[config.mk]
export PLATFORM = sky130hd
export DESIGN_NAME = scsi_din_target
export DESIGN_NICKNAME = d
export VERILOG_FILES = /design/src/rtl/scsi_din_pkg.sv /design/src/rtl/scsi_din_sync.sv /design/src/rtl/scsi_din_timer.sv /design/src/rtl/scsi_din_counter.sv /design/src/rtl/scsi_din_target.sv
export SDC_FILE = /design/constraint.sdc
export NUM_CORES = 1
export LEC_CHECK = 0
export ABC_AREA = 1
export CAP_MARGIN = 20
export CELL_PAD_IN_SITES_DETAIL_PLACEMENT = 0
export CELL_PAD_IN_SITES_GLOBAL_PLACEMENT = 2
export CORE_ASPECT_RATIO = 1.5
export CORE_UTILIZATION = 33
export CTS_CLUSTER_SIZE = 12
export DETAILED_ROUTE_END_ITERATION = 7
export DONT_BUFFER_PORTS = 1
export GPL_TIMING_DRIVEN = 0
export PLACE_DENSITY = 0.84
export SLEW_MARGIN = 40
export SYNTH_ARGS = -nofsm -noshare
export SYNTH_HDL_FRONTEND = slang
export SYNTH_SLANG_ARGS = --single-unit
[constraint.sdc]
create_clock -name clk -period 1.65 [get_ports clk]
set_input_delay 0 -clock clk [delete_from_list [all_inputs] [get_ports clk]]
set_output_delay 0 -clock clk [all_outputs]
set_load 0.01 [all_outputs]
[src/rtl/scsi_din_pkg.sv]
// Package: shared types for the target data-in engine.
// Assumes: included ahead of every module of this block.
package scsi_din_pkg;

    // Sequencer states of the engine
    typedef enum logic [2:0] {
        ST_IDLE    = 3'd0,
        ST_PHASE   = 3'd1,
        ST_FETCH   = 3'd2,
        ST_SETUP   = 3'd3,
        ST_REQ     = 3'd4,
        ST_RELEASE = 3'd5,
        ST_DONE    = 3'd6
    } din_state_e;

    // Bus phase lines as asserted-high flags
    typedef struct packed {
        logic msg;
        logic cd;
        logic io;
    } phase_lines_t;

    // Data-in: I/O asserted, C/D and MSG negated
    localparam phase_lines_t PH_DATA_IN = '{msg: 1'b0, cd: 1'b0, io: 1'b1};
    localparam phase_lines_t PH_FREE    = '{msg: 1'b0, cd: 1'b0, io: 1'b0};

endpackage

[src/rtl/scsi_din_sync.sv]
// Module: multi-flop synchronizer for an asynchronous active-low input.
// Assumes: input may change at any time; the output is valid STAGES clocks later.
module scsi_din_sync #(
    parameter int STAGES    = 2,
    parameter bit RESET_VAL = 1'b1
) (
    input  logic clk,
    input  logic rst_n,
    input  logic async_in,
    output logic sync_out
);
    logic [STAGES-1:0] chain_q;

    // Shift the input through the flop chain
    always_ff @(posedge clk) begin
        if (!rst_n) chain_q <= {STAGES{RESET_VAL}};
        else        chain_q <= {chain_q[STAGES-2:0], async_in};
    end

    assign sync_out = chain_q[STAGES-1];
endmodule

[src/rtl/scsi_din_timer.sv]
// Module: loadable down-counter for the data-to-REQ setup delay.
// Assumes: load and run are never both high; a load value of 0 means 1.
module scsi_din_timer #(
    parameter int W = 4
) (
    input  logic         clk,
    input  logic         rst_n,
    input  logic         load,
    input  logic [W-1:0] load_val,
    input  logic         run,
    output logic         expire
);
    logic [W-1:0] cnt_q;
    logic [W-1:0] eff_val;

    // A zero setting still waits one clock
    always_comb eff_val = (load_val == '0) ? W'(1) : load_val;

    // Load the delay, then count down while running
    always_ff @(posedge clk) begin
        if (!rst_n)                      cnt_q <= '0;
        else if (load)                   cnt_q <= eff_val;
        else if (run && cnt_q != '0)     cnt_q <= cnt_q - W'(1);
    end

    assign expire = run && (cnt_q == W'(1));
endmodule

[src/rtl/scsi_din_counter.sv]
// Module: remaining-byte counter, captured once per command.
// Assumes: dec is pulsed once per completed handshake; never decremented at 0.
module scsi_din_counter #(
    parameter int W = 16
) (
    input  logic         clk,
    input  logic         rst_n,
    input  logic         load,
    input  logic [W-1:0] load_val,
    input  logic         dec,
    output logic         last
);
    logic [W-1:0] left_q;

    // Capture the count at start and decrement per byte
    always_ff @(posedge clk) begin
        if (!rst_n)                 left_q <= '0;
        else if (load)              left_q <= load_val;
        else if (dec && left_q != '0) left_q <= left_q - W'(1);
    end

    assign last = (left_q == W'(1));
endmodule

[src/rtl/scsi_din_target.sv]
// Module: target-side data-in engine. Drives the data-in phase, moves a
// captured number of bytes from a FIFO with the REQ/ACK handshake, and
// stalls with REQ negated while the FIFO is empty.
// Assumes: start is a one-cycle pulse; the initiator holds ACK until REQ
// negates; fifo_data is valid whenever fifo_empty is low.
module scsi_din_target
    import scsi_din_pkg::*;
#(
    parameter int CNT_W    = 16,
    parameter int DATA_W   = 8,
    parameter int SETUP_W  = 4,
    parameter int SYNC_LEN = 2
) (
    input  logic              clk,
    input  logic              rst_n,
    input  logic              start,
    input  logic [CNT_W-1:0]  byte_count,
    input  logic [SETUP_W-1:0] setup_clks,
    input  logic              fifo_empty,
    input  logic [DATA_W-1:0] fifo_data,
    output logic              fifo_rd,
    input  logic              scsi_ack_n,
    output logic              scsi_req_n,
    output logic              scsi_io_n,
    output logic              scsi_cd_n,
    output logic              scsi_msg_n,
    output logic [DATA_W-1:0] scsi_db_n,
    output logic              busy,
    output logic              done
);
    din_state_e        state_q;
    logic [SETUP_W-1:0] setup_q;
    logic [DATA_W-1:0] data_q;
    logic              req_q;
    phase_lines_t      phase_q;
    logic              ack_sync_n;
    logic              ack_seen;
    logic              take_start;
    logic              zero_count;
    logic              timer_load;
    logic              timer_run;
    logic              timer_done;
    logic              cnt_dec;
    logic              cnt_last;
    logic              ack_gone;

    // ACK arrives asynchronously; bring it into the clock domain
    scsi_din_sync #(.STAGES(SYNC_LEN), .RESET_VAL(1'b1)) u_ack_sync (
        .clk      (clk),
        .rst_n    (rst_n),
        .async_in (scsi_ack_n),
        .sync_out (ack_sync_n)
    );

    assign ack_seen = !ack_sync_n;

    // Decode the per-cycle controls from the state
    always_comb begin
        take_start = (state_q == ST_IDLE) && start;
        zero_count = (byte_count == '0);
        fifo_rd    = (state_q == ST_FETCH) && !fifo_empty;
        timer_load = fifo_rd;
        timer_run  = (state_q == ST_SETUP);
        ack_gone   = (state_q == ST_RELEASE) && !ack_seen;
        cnt_dec    = ack_gone;
    end

    scsi_din_timer #(.W(SETUP_W)) u_setup_timer (
        .clk      (clk),
        .rst_n    (rst_n),
        .load     (timer_load),
        .load_val (setup_q),
        .run      (timer_run),
        .expire   (timer_done)
    );

    scsi_din_counter #(.W(CNT_W)) u_byte_counter (
        .clk      (clk),
        .rst_n    (rst_n),
        .load     (take_start),
        .load_val (byte_count),
        .dec      (cnt_dec),
        .last     (cnt_last)
    );

    // Capture the setup delay with the command
    always_ff @(posedge clk) begin
        if (!rst_n)          setup_q <= '0;
        else if (take_start) setup_q <= setup_clks;
    end

    // Handshake sequencer
    always_ff @(posedge clk) begin
        if (!rst_n) begin
            state_q <= ST_IDLE;
            req_q   <= 1'b0;
            data_q  <= '0;
            phase_q <= PH_FREE;
        end else begin
            case (state_q)
                ST_IDLE: begin
                    if (take_start) begin
                        if (zero_count) begin
                            state_q <= ST_DONE;
                        end else begin
                            state_q <= ST_PHASE;
                            phase_q <= PH_DATA_IN;
                        end
                    end
                end
                ST_PHASE: state_q <= ST_FETCH;
                ST_FETCH: begin
                    if (fifo_rd) begin
                        data_q  <= fifo_data;
                        state_q <= ST_SETUP;
                    end
                end
                ST_SETUP: begin
                    if (timer_done) begin
                        req_q   <= 1'b1;
                        state_q <= ST_REQ;
                    end
                end
                ST_REQ: begin
                    if (ack_seen) begin
                        req_q   <= 1'b0;
                        state_q <= ST_RELEASE;
                    end
                end
                ST_RELEASE: begin
                    if (ack_gone) begin
                        if (cnt_last) begin
                            state_q <= ST_DONE;
                            phase_q <= PH_FREE;
                            data_q  <= '0;
                        end else begin
                            state_q <= ST_FETCH;
                        end
                    end
                end
                ST_DONE:  state_q <= ST_IDLE;
                default:  state_q <= ST_IDLE;
            endcase
        end
    end

    // Drive the active-low bus from the asserted-high registers
    always_comb begin
        scsi_req_n = !req_q;
        scsi_io_n  = !phase_q.io;
        scsi_cd_n  = !phase_q.cd;
        scsi_msg_n = !phase_q.msg;
        scsi_db_n  = ~data_q;
        busy       = (state_q != ST_IDLE);
        done       = (state_q == ST_DONE);
    end
endmodule

==> results.json, run 1 <==
{
  "worstSkewPairLatency_ns": 0.30,
  "dieArea_um2": 7730,
  "fin_crit_sh_pct": 92.2,
  "fin_cells": 535,
  "routed_via_density": 4.70,
  "syn_to_final_growth_pct": 24.9,
  "min_period_ns": 1.52,
  "fp.dieH_um": 107,
  "syn_avg_cell_area_um2": 6.16,
  "yosys-top-cells-area": "dfxtp_1 (32%), nand2_1 (17%), nor2_1 (9.6%)",
  "yosysWarnings": 0,
  "syn_inst": 395,
  "status": "finished, final reports clean",
  "cp-start-kind": "register",
  "irDropWorstVdd_mv": 0.568,
  "worstMarginPinSlew_ns": 0.530,
  "rsz0062_at_grt": "no",
  "grt_pass1_wl_um": 11900,
  "synth-async-reset-ratio_pct": 0,
  "postRouteAntennaNets": 0,
  "worstPathRequired_ns": 1.85,
  "grt_pass1_vias": 2583,
  "die_w_um": 72.1,
  "synth_edf_count": 0,
  "start_util_pct": 33.9,
  "overflow": 0,
  "ctsHtreeMaxLevel": 2,
  "placementRows": 38,
  "drc_errors": 0,
  "synthesis.area_um2": 2430,
  "core_um2": 7180,
  "maxSlewHeadroom_pct": 64.6,
  "synthTopCellsByCount": "nand2_1 (107), nor2_1 (62), inv_1 (41)",
  "drv_cap": 0,
  "crit_type": "register to register",
  "p_leak_nw": 1.37,
  "wirelength_um": 7100,
  "dp_hpwl_um": 5380,
  "layout.nets": 471,
  "synth_top_area_cell": "dfxtp_1",
  "io_buffers": 0,
  "io_pins": 48,
  "tritoncts": "built",
  "clkTransAtPathRegs_ns": 0.09,
  "num_antenna_cells": 0,
  "pre_cts_ws_ns": -0.0571,
  "synth-seq-cells": 39,
  "antenna_found_initial": 0,
  "fillers": 791,
  "clockBufferDepth": 2,
  "worstPathMaxFanout": 10,
  "synth_top_area_share_pct": 32.1,
  "grt_max_degree": 14,
  "yosysMostFrequentCell": "nand2_1",
  "drive_above_1_share_pct": 14.0,
  "cp-end-kind": "register",
  "hold_class": "primary input to register",
  "fin_setup_tns_ns": 0,
  "finalSetupViolations": 0,
  "place_inst": 496,
  "cts_root_buf": "clkbuf_8",
  "worst_clock_skew_ns": 0.0105,
  "ys.flop_type": "dfxtp_1",
  "finalPower_mw": 4.61,
  "dr.pass1.iters": 4,
  "fmax_ghz": 0.657,
  "wire_per_inst_um": 13.3,
  "finalMaxSlewViolations": 0,
  "num_vias": 2516,
  "yosysSeqAreaShare_pct": 32.1,
  "powerDensity_nw_per_um2": 1510,
  "gp_congestion": 0.780,
  "hold_viol": 0,
  "cts_num_sinks": 39,
  "grt_use_total_pct": 20.2,
  "setup_ws_ns": 0.129,
  "drt_iter0_drc": 107,
  "crit_arrival_ns": 1.72,
  "numCtsBuffers": 5,
  "synthDistinctLibCells": 30
}
[critical path, cell delays in order, from the launching register on]
cell and delay, ns:
dfxtp_2 0.35, inv_2 0.09, ha_4 0.15, nand2_2 0.10
nor2_4 0.14, nand2_2 0.08, nand2_4 0.10, nand2_2 0.07
buf_6 0.15, o21ai_1 0.13, nor2_1 0.06
[power breakdown]
part | total (mW) | switching (mW) | internal, mW
registers | 1.39 | 0.240 | 1.15
logic | 2.34 | 1.49 | 0.855
clock network | 0.873 | 0.375 | 0.498
[routing by layer]
layer	track usage, %	wire length, µm
met2	39.7	3960
met5	0	0
met4	7.70	192
met1	20.5	2730
met3	3.20	218
[state kept, by name, summed over array words and instances (netlist names)]
register	flops
data_q	8
phase_q	1
req_q	1
setup_q	4
state_q	3
u_ack_sync.chain_q	2
u_byte_counter.left_q	16
u_setup_timer.cnt_q	4
[layout make-up]
cell class              count  area [µm²]  share of cell area [%]
clock inverters             2        38.8                    1.28
multi-input cells         294        1420                    46.7
well taps                 100         125                    4.12
clock buffers               6        82.6                    2.72
inverters                  50         188                    6.17
repair buffers             31         308                    10.1
plain buffers              13        95.1                    3.13
flip-flops and latches     39         783                    25.8
[logic make-up after synthesis]
| kind of cell | Yosys count | share of synthesized area (%) |
|---|---|---|
| flip-flops | 39 | 32.1 |
| AO/OA/AOI/OAI | 59 | 12.9 |
| XOR/XNOR | 2 | 0.720 |
| adder cells (fa/ha/maj) | 4 | 2.06 |
| AND/OR/NAND/NOR | 227 | 40.7 |
| other | 1 | 0.154 |
| buffers and inverters | 63 | 11.5 |
[path summary, 6_finish.rpt]
kind,cells past startpoint,to,slack [ns],start
setup / recovery,10,u_byte_counter.left_q[4],0.13,u_byte_counter.left_q[0]
hold / removal,3,u_byte_counter.left_q[12],0.01,byte_count[12]
setup reg to reg,10,u_byte_counter.left_q[4],0.13,u_byte_counter.left_q[0]
hold reg to reg,1,u_ack_sync.chain_q[1],0.42,u_ack_sync.chain_q[0]
[repair_timing]
action / in CTS / in global routing
resized for setup: 2 / 14
endpoints found under the hold margin: 33 / 0
pin swaps: 1 / 1
hold buffers: 29 / 0
setup endpoints to repair: 16 / 26
setup buffers: 0 / 2
[stage by stage]
| stage | util (%) | instance area, µm² | hold slack (ns) |
|---|---|---|---|
| final | 42.3 | 3040 | 0.0109 |
| after global routing | 42.3 | 3040 | 0.0228 |
| after CTS | 41.5 | 2980 | 0.00662 |
| after detailed placement | 35.7 | 2560 | 0.112 |
| after global placement | 35.7 | 2560 | 0.108 |
| after floorplan | - | 2440 | 0.107 |
[cells in the final DEF, fill, tap and decap left out, types with 3 or more instances in the layout]
master         synthesis  final
or2_2                  3      3
buf_4                  4      6
a21oi_1               21     21
o21ai_0               18     18
dlygate4sd3_1          0     28
clkbuf_8               0      6
buf_2                  4      4
inv_2                  9     11
nand2_1              107    106
nor2_1                62     58
nor2_2                 2      5
o21ai_1               14     14
dfxtp_1               39     37
o21bai_1               3      3
nand3_1               34     33
nor2_4                 5      6
inv_1                 41     39
nand2_2                5      6
ha_1                   4      3
nor3_1                 3      3
No activity file was read; power rests on OpenSTA's default activity.
==> run 2, diff against run 1 <==
Settings changed: CORE_ASPECT_RATIO 1.5 to unset.
==> results.json, run 2 (synthesized netlist as in run 1, its figures left out) <==
{
  "ctsHtreeMaxLevel": 2,
  "crit_arrival_ns": 1.75,
  "worstPathMaxFanout": 8,
  "finalSetupViolations": 0,
  "grt_use_total_pct": 19.2,
  "worst_clock_skew_ns": 0.00325,
  "cts_root_buf": "clkbuf_8",
  "clkTransAtPathRegs_ns": 0.08,
  "top_regs": "u_byte_counter.left_q: 16 flops, data_q: 8 flops",
  "largest_reg_flops": 16,
  "cp-start-kind": "primary input",
  "dr.pass1.iters": 4,
  "slowest_delay_ns": 0.77,
  "cp-end-kind": "register",
  "powerDensity_nw_per_um2": 1460,
  "placed_cell_area_um2": 2560,
  "wire_per_inst_um": 12.8,
  "io_pins": 48,
  "maxSlewHeadroom_pct": 62.4,
  "worst-path-buf-inv": 3,
  "drc_errors": 0,
  "worstMarginPinSlew_ns": 0.564,
  "routed_via_density": 4.72,
  "numCtsBuffers": 5,
  "drt_iter0_drc": 123,
  "gp_congestion": 0.783,
  "place_inst": 492,
  "grt_pass1_vias": 2382,
  "irDropWorstVdd_mv": 0.713,
  "placementRows": 30,
  "syn_to_final_growth_pct": 22.3,
  "tritoncts": "built",
  "wirelength_um": 6770,
  "final_cell_mix": "nand2_1 (106), nor2_1 (62), inv_1 (40)",
  "layout_commonest_cell": "nand2_1",
  "dieArea_um2": 7720,
  "rsz0062_at_grt": "no",
  "cts_num_sinks": 39,
  "worstSkewPairLatency_ns": 0.29,
  "dp_hpwl_um": 5000,
  "design_area_um2": 2980,
  "hold_class": "primary input to register",
  "antenna_found_initial": 0,
  "fin_crit_sh_pct": 94.7,
  "min_period_ns": 1.56,
  "num_vias": 2499,
  "drive_above_1_share_pct": 12.2,
  "overflow": 0,
  "top_register": "u_byte_counter.left_q",
  "crit_chain": "dlygate4sd3_1 > inv_1 > or2_2 > dlygate4sd3_1",
  "start_util_pct": 35.0,
  "crit_type": "primary input to register",
  "fmax_ghz": 0.640,
  "worst_path_dominant_cell_family": "buffers and inverters",
  "num_antenna_cells": 0,
  "drv_cap": 0,
  "grt_pass1_wl_um": 11300,
  "grt_max_degree": 13,
  "fin_cells": 530,
  "finalMaxSlewViolations": 0,
  "crit_top_cell": "dlygate4sd3_1",
  "p_leak_nw": 1.34,
  "hold_viol": 0,
  "layout.nets": 470,
  "postRouteAntennaNets": 0,
  "io_buffers": 0,
  "die_w_um": 87.9,
  "fp.dieH_um": 87.9,
  "core_um2": 6940,
  "worstPathRequired_ns": 1.84,
  "clockBufferDepth": 2,
  "slowest_stage": "dlygate4sd3_1",
  "status": "finished, final reports clean"
}
## run 2: final timing paths
check	startpoint	end	slack, ns	cells after the start
max	rst_n	u_ack_sync.chain_q[0]	0.09	4
max reg2reg	u_byte_counter.left_q[0]	u_byte_counter.left_q[4]	0.13	10
min reg2reg	u_ack_sync.chain_q[0]	u_ack_sync.chain_q[1]	0.42	1
min	byte_count[9]	u_byte_counter.left_q[9]	0.008	3
## run 2: what timing repair did
| action | CTS | global route |
|---|---|---|
| hold buffers | 29 | 0 |
| buffers inserted | 0 | 1 |
| setup endpoints to repair | 16 | 25 |
| endpoints found under the hold margin | 33 | 0 |
| pin swaps | 0 | 1 |
| gates resized for setup | 3 | 6 |
## run 2: tightest hold or removal path, delay by kind of cell
family,cells,cell delay [ns]
AO/OA/AOI/OAI,2,0.21
AND/OR/NAND/NOR,1,0.07
## run 2: layout make-up
class | instances | area [µm²]
plain buffers | 13 | 95.1
clock buffers | 6 | 72.6
clock inverters | 2 | 12.5
fillers | 758 | 3970
inverters | 50 | 188
multi-input cells | 294 | 1410
flip-flops and latches | 39 | 782
well taps | 96 | 120
repair buffers | 30 | 298
## run 2: power by group
part	internal [mW]	switching, mW
combinational	0.845	1.47
sequential	1.15	0.231
clock	0.296	0.363
total	2.29	2.06
## run 2: routing by layer
metal,vias to the layer above,part of all wire (%),GRT usage [%]
met5,-,0,0
met4,0,0.97,4.47
met3,6,3.2,3.58
met2,43,45,30.7
met1,1140,51,26.8
li1,1310,-,-
## run 2: through the flow
stage	setup WS, ns	utilization, %	power (mW)	hold slack, ns	setup TNS, ns
5_1_grt	0.00453	42.8	4.79	0.0372	0
3_3_place_gp	-0.0309	36.8	3.54	0.108	-0.226
6_report	0.0875	42.8	4.35	0.00762	0
3_5_place_dp	-0.0496	36.8	3.54	0.112	-0.336
4_1_cts	0.0304	42.3	4.29	0.00381	0
2_1_floorplan	0.182	-	3.07	0.107	0
==> run 3, diff against run 2 <==
Settings changed: PLACE_DENSITY 0.84 to unset, PLACE_DENSITY_LB_ADDON set to 0.1.
==> results.json, run 3 (synthesized netlist as in run 1, its figures left out) <==
{
  "status": "finished, final reports clean",
  "largest_reg_flops": 16,
  "fmax_ghz": 0.658,
  "irDropWorstVdd_mv": 0.644,
  "worstSkewPairLatency_ns": 0.29,
  "gp_congestion": 0.776,
  "crit_chain": "nor2_1 > nand2_1 > nor2_4 > nand2_2 > nand2_4 > nand2_2 > buf_6 > o21ai_1 > nor2_1",
  "final_cell_mix": "nand2_1 (107), nor2_1 (60), inv_1 (39)",
  "worstPathRequired_ns": 1.84,
  "crit_type": "register to register",
  "maxSlewHeadroom_pct": 64.4,
  "finalMaxSlewViolations": 0,
  "num_antenna_cells": 0,
  "crit_arrival_ns": 1.71,
  "num_vias": 2494,
  "cts_num_sinks": 39,
  "cts_root_buf": "clkbuf_8",
  "wire_per_inst_um": 12.9,
  "top_register": "u_byte_counter.left_q",
  "placementRows": 30,
  "place_inst": 492,
  "hold_class": "primary input to register",
  "layout.nets": 471,
  "rsz0062_at_grt": "no",
  "wirelength_um": 6860,
  "clockBufferDepth": 2,
  "slowest_delay_ns": 0.35,
  "tritoncts": "built",
  "die_w_um": 87.9,
  "dieArea_um2": 7720,
  "ff2ff_setup_slack_ns": 0.13,
  "top_regs": "u_byte_counter.left_q: 16 flops, data_q: 8 flops",
  "cp-start-kind": "register",
  "layout_commonest_cell": "nand2_1",
  "antenna_found_initial": 0,
  "grt_pass1_vias": 2268,
  "overflow": 0,
  "powerDensity_nw_per_um2": 1540,
  "io_pins": 48,
  "dp_hpwl_um": 5150,
  "drc_errors": 0,
  "finalSetupViolations": 0,
  "slowest_stage": "dfxtp_1",
  "start_util_pct": 35.0,
  "grt_pass1_wl_um": 11100,
  "worstPathMaxFanout": 10,
  "syn_to_final_growth_pct": 24.9,
  "fin_cells": 531,
  "drv_cap": 0,
  "placed_cell_area_um2": 2560,
  "worstMarginPinSlew_ns": 0.534,
  "fp.dieH_um": 87.9,
  "cp-end-kind": "register",
  "clkTransAtPathRegs_ns": 0.08,
  "min_period_ns": 1.52,
  "worst_clock_skew_ns": 0.00640,
  "drive_above_1_share_pct": 12.9,
  "worst_hold_slack_ns": 0.00733,
  "fin_crit_sh_pct": 92.1,
  "worst_path_dominant_cell_family": "simple AND/OR/NAND/NOR gates",
  "grt_use_total_pct": 19.1,
  "design_area_um2": 3040,
  "finalPower_mw": 4.69,
  "grt_max_degree": 13,
  "postRouteAntennaNets": 0,
  "core_um2": 6940,
  "p_leak_nw": 1.38,
  "drt_iter0_drc": 91,
  "worst-path-buf-inv": 1,
  "routed_via_density": 4.70,
  "io_buffers": 0,
  "fin_util_pct": 43.8,
  "hold_viol": 0,
  "ctsHtreeMaxLevel": 2,
  "numCtsBuffers": 5,
  "dr.pass1.iters": 5
}
## run 3: worst reg2reg max path, stage by stage, from the launching register on
cell and delay [ns]:
dfxtp_1 0.35, nor2_1 0.19, nand2_1 0.15, nor2_4 0.14, nand2_2 0.08, nand2_4 0.11
nand2_2 0.07, buf_6 0.15, o21ai_1 0.13, nor2_1 0.05
## run 3: through the flow
step / worst slack, ns / setup TNS (ns)
detailed placement: -0.0441 / -0.428
floorplan: 0.182 / 0
CTS: 0.000609 / 0
global placement: -0.0387 / -0.269
finish: 0.131 / 0
global route: 0.00232 / 0
## run 3: worst paths after layout
kind                                  from                   endpoint  cells past startpoint
hold / removal              byte_count[12]  u_byte_counter.left_q[12]                      3
hold reg to reg      u_ack_sync.chain_q[0]      u_ack_sync.chain_q[1]                      1
setup / recovery  u_byte_counter.left_q[4]   u_byte_counter.left_q[1]                      9
setup reg to reg  u_byte_counter.left_q[4]   u_byte_counter.left_q[1]                      9
## run 3: area by class of cell
| class | count | area [µm²] |
|---|---|---|
| plain buffers | 13 | 95.1 |
| clock buffers | 6 | 72.6 |
| clock inverters | 2 | 60.1 |
| fillers | 787 | 3900 |
| inverters | 50 | 190 |
| multi-input cells | 294 | 1410 |
| flip-flops and latches | 39 | 785 |
| well taps | 96 | 120 |
| repair buffers | 31 | 308 |
## run 3: repair_timing
action	4_1_cts	5_1_grt
resized for setup	1	13
endpoints found under the hold margin	33	0
setup endpoints to repair	16	26
buffers inserted	0	2
hold buffers	29	0
pin swaps	1	2
## run 3: power breakdown
| group | internal, mW | switching, mW | leakage (nW) |
|---|---|---|---|
| combinational | 0.866 | 1.47 | 0.993 |
| sequential | 1.15 | 0.241 | 0.320 |
| clock | 0.605 | 0.358 | 0.0654 |
| total | 2.62 | 2.07 | 1.38 |
## run 3: routing by layer
metal  global-route usage (%)  share of wire, %  wire (µm)  up-vias
li1                         -                 -          -     1309
met2                     29.8                44       3050       35
met4                     3.13                 0          0        0
met3                     3.86               4.9        334        0
met1                     27.3                51       3470     1150
met5                        0                 0          0        -
